### config.mk
export PLATFORM = sky130hd
export DESIGN_NAME = cfg_eeprom_seq
export DESIGN_NICKNAME = d
export VERILOG_FILES = /design/src/rtl/cfg_eeprom_pkg.sv /design/src/rtl/eeprom_poll_timer.sv /design/src/rtl/cfg_eeprom_seq.sv
export SDC_FILE = /design/constraint.sdc
export NUM_CORES = 1
export LEC_CHECK = 0
export BUFFER_PORTS_ARGS = -buffer_cell sky130_fd_sc_hd__buf_2
export CAP_MARGIN = 25
export CELL_PAD_IN_SITES_DETAIL_PLACEMENT = 0
export CELL_PAD_IN_SITES_GLOBAL_PLACEMENT = 1
export CORE_MARGIN = 3
export CORE_UTILIZATION = 41
export DETAILED_ROUTE_END_ITERATION = 16
export GPL_ROUTABILITY_DRIVEN = 0
export PLACE_DENSITY = 0.88
export SYNTH_ARGS = -nofsm -noshare
export SYNTH_HDL_FRONTEND = slang
export SYNTH_HIERARCHICAL = 1
export SYNTH_SLANG_ARGS = --single-unit
### constraint.sdc
create_clock -name clk -period 3.5 [get_ports clk]
set_input_delay 0.175 -clock clk [delete_from_list [all_inputs] [get_ports clk]]
set_output_delay 0.175 -clock clk [all_outputs]
set_load 0.005 [all_outputs]
### src/rtl/cfg_eeprom_pkg.sv
package cfg_eeprom_pkg;

    typedef enum logic [1:0] {
        OPC_WDIS = 2'b00,
        OPC_WR   = 2'b01,
        OPC_RD   = 2'b10,
        OPC_WEN  = 2'b11
    } ee_opc_e;

    typedef enum logic [1:0] {
        ST_IDLE,
        ST_DATA,
        ST_CMD,
        ST_WAIT
    } seq_st_e;

    typedef enum logic [2:0] {
        PH_WEN,
        PH_CFG,
        PH_SUM,
        PH_CTL,
        PH_WDIS
    } seq_ph_e;

endpackage

### src/rtl/eeprom_poll_timer.sv
module eeprom_poll_timer #(
    parameter int INTERVAL = 1000,
    parameter int LIMIT    = 10
) (
    input  logic clk,
    input  logic rst_n,
    input  logic arm,
    input  logic flag_in,
    output logic ok,
    output logic expired
);
    localparam int TICK_W = (INTERVAL > 1) ? $clog2(INTERVAL) : 1;
    localparam int POLL_W = (LIMIT > 1) ? $clog2(LIMIT) : 1;

    typedef struct packed {
        logic              active;
        logic [TICK_W-1:0] tick;
        logic [POLL_W-1:0] polls;
    } tmr_t;

    tmr_t tmr_d, tmr_q;
    logic sample;

    always_comb begin
        tmr_d   = tmr_q;
        sample  = tmr_q.active && (tmr_q.tick == '0);
        ok      = sample && flag_in;
        expired = sample && !flag_in && (tmr_q.polls == POLL_W'(LIMIT - 1));
        if (arm) begin
            tmr_d.active = 1'b1;
            tmr_d.tick   = TICK_W'(INTERVAL - 1);
            tmr_d.polls  = '0;
        end else if (tmr_q.active) begin
            if (tmr_q.tick != '0) begin
                tmr_d.tick = tmr_q.tick - 1'b1;
            end else if (ok || expired) begin
                tmr_d.active = 1'b0;
            end else begin
                tmr_d.polls = tmr_q.polls + 1'b1;
                tmr_d.tick  = TICK_W'(INTERVAL - 1);
            end
        end
    end

    always_ff @(posedge clk or negedge rst_n) begin
        if (!rst_n) tmr_q <= '0;
        else        tmr_q <= tmr_d;
    end

endmodule

### src/rtl/cfg_eeprom_seq.sv
module cfg_eeprom_seq
    import cfg_eeprom_pkg::*;
#(
    parameter int ADDR_W        = 6,
    parameter int CFG_BEGIN     = 0,
    parameter int CFG_END       = 21,
    parameter int CTL_BEGIN     = 22,
    parameter int WORD_END      = 40,
    parameter int POLL_INTERVAL = 1000,
    parameter int POLL_LIMIT    = 10,
    localparam int CFG_WORDS    = CFG_END - CFG_BEGIN,
    localparam int CTL_WORDS    = WORD_END - CTL_BEGIN,
    localparam int BUF_DEPTH    = CFG_WORDS + 1 + CTL_WORDS,
    localparam int IDX_W        = $clog2(BUF_DEPTH)
) (
    input  logic             clk,
    input  logic             rst_n,
    input  logic             start,
    input  logic             wr_mode,
    output logic             busy,
    output logic             done,
    output logic             timeout_err,
    output logic [15:0]      checksum,
    output logic [IDX_W-1:0] buf_idx,
    output logic             buf_we,
    output logic [15:0]      buf_wdata,
    input  logic [15:0]      buf_rdata,
    output logic             ee_cmd_we,
    output logic [15:0]      ee_cmd,
    output logic             ee_data_we,
    output logic [15:0]      ee_wdata,
    input  logic [15:0]      ee_rdata,
    input  logic             ee_done
);
    localparam int PAD_W = 14 - ADDR_W;

    typedef struct packed {
        seq_st_e           st;
        seq_ph_e           ph;
        logic              wr;
        logic [ADDR_W-1:0] addr;
        logic [IDX_W-1:0]  idx;
        logic [15:0]       sum;
        logic              done;
        logic              err;
    } seq_t;

    seq_t              seq_d, seq_q;
    logic              poll_ok, poll_expired, poll_arm;
    ee_opc_e           opc;
    logic [ADDR_W-1:0] cmd_addr;
    logic              is_word;
    seq_ph_e           ph_n;
    logic [ADDR_W-1:0] addr_n;
    logic              fin;

    eeprom_poll_timer #(
        .INTERVAL(POLL_INTERVAL),
        .LIMIT   (POLL_LIMIT)
    ) u_poll (
        .clk    (clk),
        .rst_n  (rst_n),
        .arm    (poll_arm),
        .flag_in(ee_done),
        .ok     (poll_ok),
        .expired(poll_expired)
    );

    always_comb begin
        is_word = (seq_q.ph == PH_CFG) || (seq_q.ph == PH_SUM) || (seq_q.ph == PH_CTL);
        case (seq_q.ph)
            PH_WEN:  opc = OPC_WEN;
            PH_WDIS: opc = OPC_WDIS;
            default: opc = seq_q.wr ? OPC_WR : OPC_RD;
        endcase
        cmd_addr = is_word ? seq_q.addr : '0;
    end

    assign ee_cmd      = {opc, {PAD_W{1'b0}}, cmd_addr};
    assign ee_wdata    = (seq_q.ph == PH_SUM) ? seq_q.sum : buf_rdata;
    assign buf_idx     = seq_q.idx;
    assign buf_wdata   = ee_rdata;
    assign busy        = (seq_q.st != ST_IDLE);
    assign done        = seq_q.done;
    assign timeout_err = seq_q.err;
    assign checksum    = seq_q.sum;
    assign poll_arm    = (seq_q.st == ST_CMD);

    always_comb begin
        ph_n   = seq_q.ph;
        addr_n = seq_q.addr;
        fin    = 1'b0;
        case (seq_q.ph)
            PH_WEN: begin
                ph_n   = PH_CFG;
                addr_n = ADDR_W'(CFG_BEGIN);
            end
            PH_CFG: begin
                if (seq_q.addr == ADDR_W'(CFG_END - 1)) begin
                    ph_n   = PH_SUM;
                    addr_n = ADDR_W'(CFG_END);
                end else begin
                    addr_n = seq_q.addr + 1'b1;
                end
            end
            PH_SUM: begin
                ph_n   = PH_CTL;
                addr_n = ADDR_W'(CTL_BEGIN);
            end
            PH_CTL: begin
                if (seq_q.addr == ADDR_W'(WORD_END - 1)) begin
                    if (seq_q.wr) ph_n = PH_WDIS;
                    else          fin  = 1'b1;
                end else begin
                    addr_n = seq_q.addr + 1'b1;
                end
            end
            default: fin = 1'b1;
        endcase
    end

    always_comb begin
        seq_d      = seq_q;
        seq_d.done = 1'b0;
        ee_cmd_we  = 1'b0;
        ee_data_we = 1'b0;
        buf_we     = 1'b0;
        case (seq_q.st)
            ST_IDLE: begin
                if (start) begin
                    seq_d.wr   = wr_mode;
                    seq_d.sum  = '0;
                    seq_d.idx  = '0;
                    seq_d.addr = ADDR_W'(CFG_BEGIN);
                    seq_d.ph   = wr_mode ? PH_WEN : PH_CFG;
                    seq_d.st   = ST_CMD;
                end
            end
            ST_DATA: begin
                ee_data_we = 1'b1;
                if (seq_q.ph == PH_CFG) seq_d.sum = seq_q.sum + buf_rdata;
                seq_d.st = ST_CMD;
            end
            ST_CMD: begin
                ee_cmd_we = 1'b1;
                seq_d.st  = ST_WAIT;
            end
            default: begin
                if (poll_expired) begin
                    seq_d.err  = 1'b1;
                    seq_d.done = 1'b1;
                    seq_d.st   = ST_IDLE;
                end else if (poll_ok) begin
                    if (!seq_q.wr && is_word) begin
                        buf_we = 1'b1;
                        if (seq_q.ph == PH_CFG) seq_d.sum = seq_q.sum + ee_rdata;
                    end
                    if (is_word) seq_d.idx = seq_q.idx + 1'b1;
                    seq_d.ph   = ph_n;
                    seq_d.addr = addr_n;
                    if (fin) begin
                        seq_d.done = 1'b1;
                        seq_d.st   = ST_IDLE;
                    end else if (seq_q.wr && (ph_n != PH_WDIS)) begin
                        seq_d.st = ST_DATA;
                    end else begin
                        seq_d.st = ST_CMD;
                    end
                end
            end
        endcase
    end

    always_ff @(posedge clk or negedge rst_n) begin
        if (!rst_n) begin
            seq_q      <= '0;
            seq_q.st   <= ST_IDLE;
            seq_q.ph   <= PH_CFG;
        end else begin
            seq_q <= seq_d;
        end
    end

endmodule

* Yosys cells after proc, flatten, opt, wreduce, memory -nomap -nowiden
Index checks and enable logic that the tools add are counted.
Storage, ports and cells: bits in registers 51, latch bits 0, RAM bits 0, bits in read-only memories 0, input port bits 37, output and inout bits 76, word-level logic and storage cells 122, memories 0
Cells by class: $add $sub $neg 6, $mul 0, div/mod/pow operators 0, magnitude comparators 0, equal/unequal tests 18, shift operators 0, multiplexer cells 48, bitwise operators 3, reductions and logical operators 36
Operators with widths (number):
- $mux 16 | 4
- $pmux 16 s3 | 1
- $mux 34 | 1
- $add 16x16->16 | 2
- $mux 15 | 2
- $mux 29 | 1
- $mux 28 | 1
- $mux 6 | 4
- $pmux 12 s2 | 1
- $pmux 6 s4 | 1
- $mux 1 | 14
- $mux 14 | 1
- $add 6x1->6 const B | 2
- $mux 3 | 4
- $pmux 3 s4 | 1
- $logic_not 10->1 | 1
- $mux 10 | 1
- $mux 2 | 5
- $reduce_bool 10->1 | 1
- $reduce_bool 2->1 | 5
- $reduce_bool 5->1 | 2
- $sub 10x1->10 const B | 1
- $ne 2x2->1 const B | 4
- $reduce_and 2->1 | 4
- 33 further kinds | 47

* Logic depth before layout (Yosys ltp)
word-level depth 10, depth in mapped cells 14, gate-level depth less buffers 13

* Cells and area by module
The synthesis kept the hierarchy.
By module, submodules not included:
- cfg_eeprom_seq | instances 1, cells an instance 491, area each 4053.9 um2, sequential area each 902.1 um2
- eeprom_poll_timer | instances 1, cells an instance 98, area each 919.6 um2, sequential area each 375.4 um2

* Worst setup path after synthesis
OpenSTA, ideal clock, no wires.
path type reg2reg, start point reg u_poll/tmr_q[4] (netlist bit), end point reg seq_q (netlist bit checksum[11]), library setup time 77 ps, arrival time 2631 ps, required time 3423 ps, slack 791 ps, cell stages (with the launch flop) 14, buffers on the path 3, clock period less this slack 2709 ps, cell sequence dfrtp_1 inv_1 ha_1 nor2b_1 nand4_1 buf_2 nor3_1 nor2_1 and4bb_2 a21oi_1 nor3_2 buf_2 buf_4 a21oi_1
On the way: word-level cells in the longest chain between the ends 6, elaborated cells between the ends (all ways) 8, classes of those cells eq/ne (1); reduce/logical (7)
RTL lines:
- start, declared | line eeprom_poll_timer.sv:21 | tmr_t tmr_d, tmr_q;
- start signal, assigned | line eeprom_poll_timer.sv:47 | else tmr_q <= tmr_d;
- $logic_not 10->1 | line eeprom_poll_timer.sv:26 | sample = tmr_q.active && (tmr_q.tick == '0);
- $logic_and 1x1->1 | line eeprom_poll_timer.sv:26
- $logic_and 1x1->1 (2 in a row) | line eeprom_poll_timer.sv:28 | expired = sample && !flag_in && (tmr_q.polls == POLL_W'(LIMIT - 1));
- named net poll_expired | line cfg_eeprom_seq.sv:49 | logic poll_ok, poll_expired, poll_arm;
- $ne 3x1->1 (no line)
- $reduce_and 7->1 (no line)
- end signal, assigned | line cfg_eeprom_seq.sv:180 | seq_q <= seq_d;
- end, declared | line cfg_eeprom_seq.sv:48 | seq_t seq_d, seq_q;
The timed path passes the listed nets, and every way through them passes these cells. A chain may end at the register's enable or synchronous reset.

* Final worst setup path
start point reg u_poll/tmr_q[4] (netlist bit), end point reg seq_q (netlist bit checksum[0])
On the way: elaborated cells between the ends (all ways) 8, classes of those cells eq/ne (1); reduce/logical (7)
RTL lines:
- $logic_not 10->1 | line eeprom_poll_timer.sv:26
- $logic_and 1x1->1 | line eeprom_poll_timer.sv:26
- $logic_and 1x1->1 | line eeprom_poll_timer.sv:27 | ok = sample && flag_in;
- named net poll_ok | line cfg_eeprom_seq.sv:49
- $reduce_bool 3->1 (no line)
- $reduce_and 7->1 (no line)
The timed path passes the listed nets, and every way through them passes these cells.

==> impl_metrics.json <==
{
  "synthToLayoutAreaGrowth_pct": 9.91,
  "pwr-share-seq_pct": 25.0,
  "rsz0062_at_grt": "false",
  "combPwrFrac_pct": 62.1,
  "cts_max_path_buffers": 2,
  "fin_worst_skew_ns": 0.00566,
  "antenna_found_initial": 0,
  "worstPathMaxFanout": 14,
  "p_leak_nw": 2.50,
  "seqCellArea_um2": 1280,
  "core_area_um2": 11600,
  "die_height_um": 116,
  "drive_gt1_share_pct": 25.3,
  "finalCritPeriodShare_pct": 89.0,
  "setup_tns_ns": 0,
  "cts_sinks": 51,
  "drv_cap": 0,
  "fin_area_um2": 5470,
  "hold_ws_ns": 0.126,
  "required_ns": 3.72,
  "vias_per_cell": 5.60,
  "ys.flop_type": "dfrtp_1",
  "switchingPower_w": 0.00188,
  "final_util_pct": 47.1,
  "status": "complete, no violations",
  "synth_area_um2": 4970,
  "vdd_drop_max_uv": 306,
  "worstPathArrival_ns": 3.33,
  "cts_resized": 0,
  "antenna_cells": 0,
  "hold_path.class": "primary input to register",
  "synth-edff-count": 0,
  "die_w_um": 116,
  "io_pins": 113,
  "cts_made_buffers": 5,
  "intPower_w": 0.00208,
  "io_buffers": 104,
  "grtUsageTotal_pct": 18.3,
  "synth-async-reset-ratio_pct": 100,
  "nFillCells": 1157,
  "startpoint_type": "register",
  "crit_path_end_kind": "register",
  "clockPowerShare_pct": 12.9,
  "mostFrequentLayoutCell": "buf_2",
  "hpwl_um": 9620,
  "grt_overflow": 0,
  "routed-via-count": 4448,
  "synth-seq-area-share_pct": 25.7,
  "switching_share_pct": 47.4,
  "worst_path_max_delay_cell": "nor3_4",
  "dieArea_um2": 13500,
  "syn_avg_cell_area_um2": 8.44,
  "ant_nets": 0,
  "cts_tree": "yes",
  "max_freq_ghz": 0.321,
  "initial_core_util_pct": 42.8,
  "tightest_slew_ns": 0.929,
  "critical-path-top-delay-family": "simple AND/OR/NAND/NOR gates",
  "fin_nets": 730,
  "syn_inst": 589,
  "path_class": "register to register",
  "synth_warnings": 6,
  "drt-initial-drc-count": 267,
  "clk_latency_ns": 0.30,
  "drv_slew": 0,
  "crit_buf_inv": 3,
  "wl_per_cell_um": 15.6,
  "ctsRootBufferMaster": "clkbuf_16",
  "ys_ff_latch": 51,
  "cpPeakStageDelay_ns": 0.44,
  "grt_pass1_wl_um": 20000,
  "htreeDepth": 2,
  "path_cells": "inv_1, ha_1, nor2b_1, nand4_1, nor2_1, buf_4, and4bb_2, a21oi_1, nor3_4, buf_4, nor2_1, a21oi_1",
  "min_period_ns": 3.12,
  "maxSlewHeadroom_pct": 38.1,
  "final_cell_mix": "buf_2, nor2_1, dfrtp_1",
  "path_clk_slew_ns": 0.07,
  "hold_viol_final": 0,
  "num_rows": 39,
  "finalSetupViolCount": 0,
  "grt_pass1_vias": 4191,
  "powerDensity_nw_per_um2": 725,
  "drc_errors": 0,
  "grt_max_degree": 29,
  "multi_input_area_um2": 3190,
  "finalWirelength_um": 12400,
  "dr.pass1.iters": 5,
  "synthDistinctLibCells": 80,
  "dpl_cell_area_um2": 5310
}
final cells by class:
class / instances / area share [%]
clock buffer: 5 / 2.29
clock inverter: 3 / 0.435
inverter: 21 / 1.44
multi-input combinational: 458 / 58.4
sequential: 51 / 23.4
tap: 143 / 3.27
timing repair buffer: 113 / 10.8
cells in the mapped netlist (all sizes together) (6+ instances only):
cell type | count | area (µm²)
o21ai | 40 | 204
and2 | 6 | 37.5
ha | 41 | 513
inv | 21 | 78.8
nand2 | 42 | 158
xnor2 | 13 | 114
o21bai | 6 | 45.0
o31ai | 6 | 45.0
a21o | 10 | 75.1
nor3 | 16 | 96.4
a22oi | 7 | 52.6
o21a | 6 | 45.0
a21oi | 45 | 233
clkbuf | 7 | 46.3
nor2 | 54 | 218
nand3 | 15 | 85.1
buf | 59 | 412
a31oi | 10 | 62.6
nand2b | 10 | 62.6
and3 | 7 | 43.8
nor4 | 8 | 90.1
dfrtp | 50 | 1250
nor2b | 13 | 88.8
nand3b | 6 | 45.0
mux2 | 20 | 225
or3 | 7 | 43.8
xor2 | 9 | 78.8
cells by family (layout without fill, tap and decap cells):
kind of cell / count (synthesis) / count (layout) / synth area share (%)
flip-flops: 51 / 51 / 25.7
multiplexers: 22 / 22 / 4.93
AND/OR/NAND/NOR: 202 / 202 / 22.3
adder cells (fa/ha/maj): 43 / 43 / 11.1
buffers and inverters: 87 / 142 / 10.8
AO/OA/AOI/OAI: 161 / 161 / 21.2
XOR/XNOR: 22 / 22 / 3.87
other: 1 / 8 / 0.0754
power groups by stage:
stage,logic (W),registers [W],clock network [W]
final,0.00246,0.000990,0.000511
after global routing,0.00277,0.00102,0.000550
after CTS,0.00247,0.000990,0.000519
after detailed placement,0.00245,0.000999,0
after global placement,0.00239,0.000992,0
after floorplan,0.00205,0.000903,0
registers in the layout (all words and copies together) (netlist names):
| signal | flops |
|---|---|
| buf_idx | 6 |
| done | 1 |
| timeout_err | 1 |
| u_poll/tmr_q | 15 |
| seq_q | 12 |
| checksum | 16 |
metal layers:
metal	vias to the layer above	track usage [%]	part of all wire, %
met1	2116	24.9	45
met3	19	2.02	3.8
met5	-	0	0
li1	2209	-	-
met4	0	5.96	1.9
met2	104	30.5	49
what timing repair did:
action                                 4_1_cts  5_1_grt
hold buffers                                 1        0
buffers inserted                             0        0
endpoints found under the hold margin       22        0
per-stage QoR:
step	cells	setup slack, ns	total power, W
after detailed placement	785	0.399	0.00345
after global placement	785	0.555	0.00338
after global routing	794	0.0532	0.00434
after CTS	794	0.380	0.00397
after floorplan	596	0.791	0.00295
final	794	0.385	0.00396
path summary, 6_finish.rpt:
| path | from | to | slack, ns | cells after the start |
|---|---|---|---|---|
| worst max register to register | u_poll/tmr_q[4] | checksum[0] | 0.38 | 12 |
| worst min register to register | timeout_err | timeout_err | 0.49 | 1 |
| worst max-delay path | u_poll/tmr_q[4] | checksum[0] | 0.38 | 12 |
| worst min-delay path | wr_mode | seq_q[30] | 0.13 | 2 |
| max in group asynchronous | rst_n | checksum[9] | 2.29 | 3 |
| min in group asynchronous | rst_n | buf_idx[5] | 0.40 | 2 |
No activity file was read; power rests on OpenSTA's default activity.
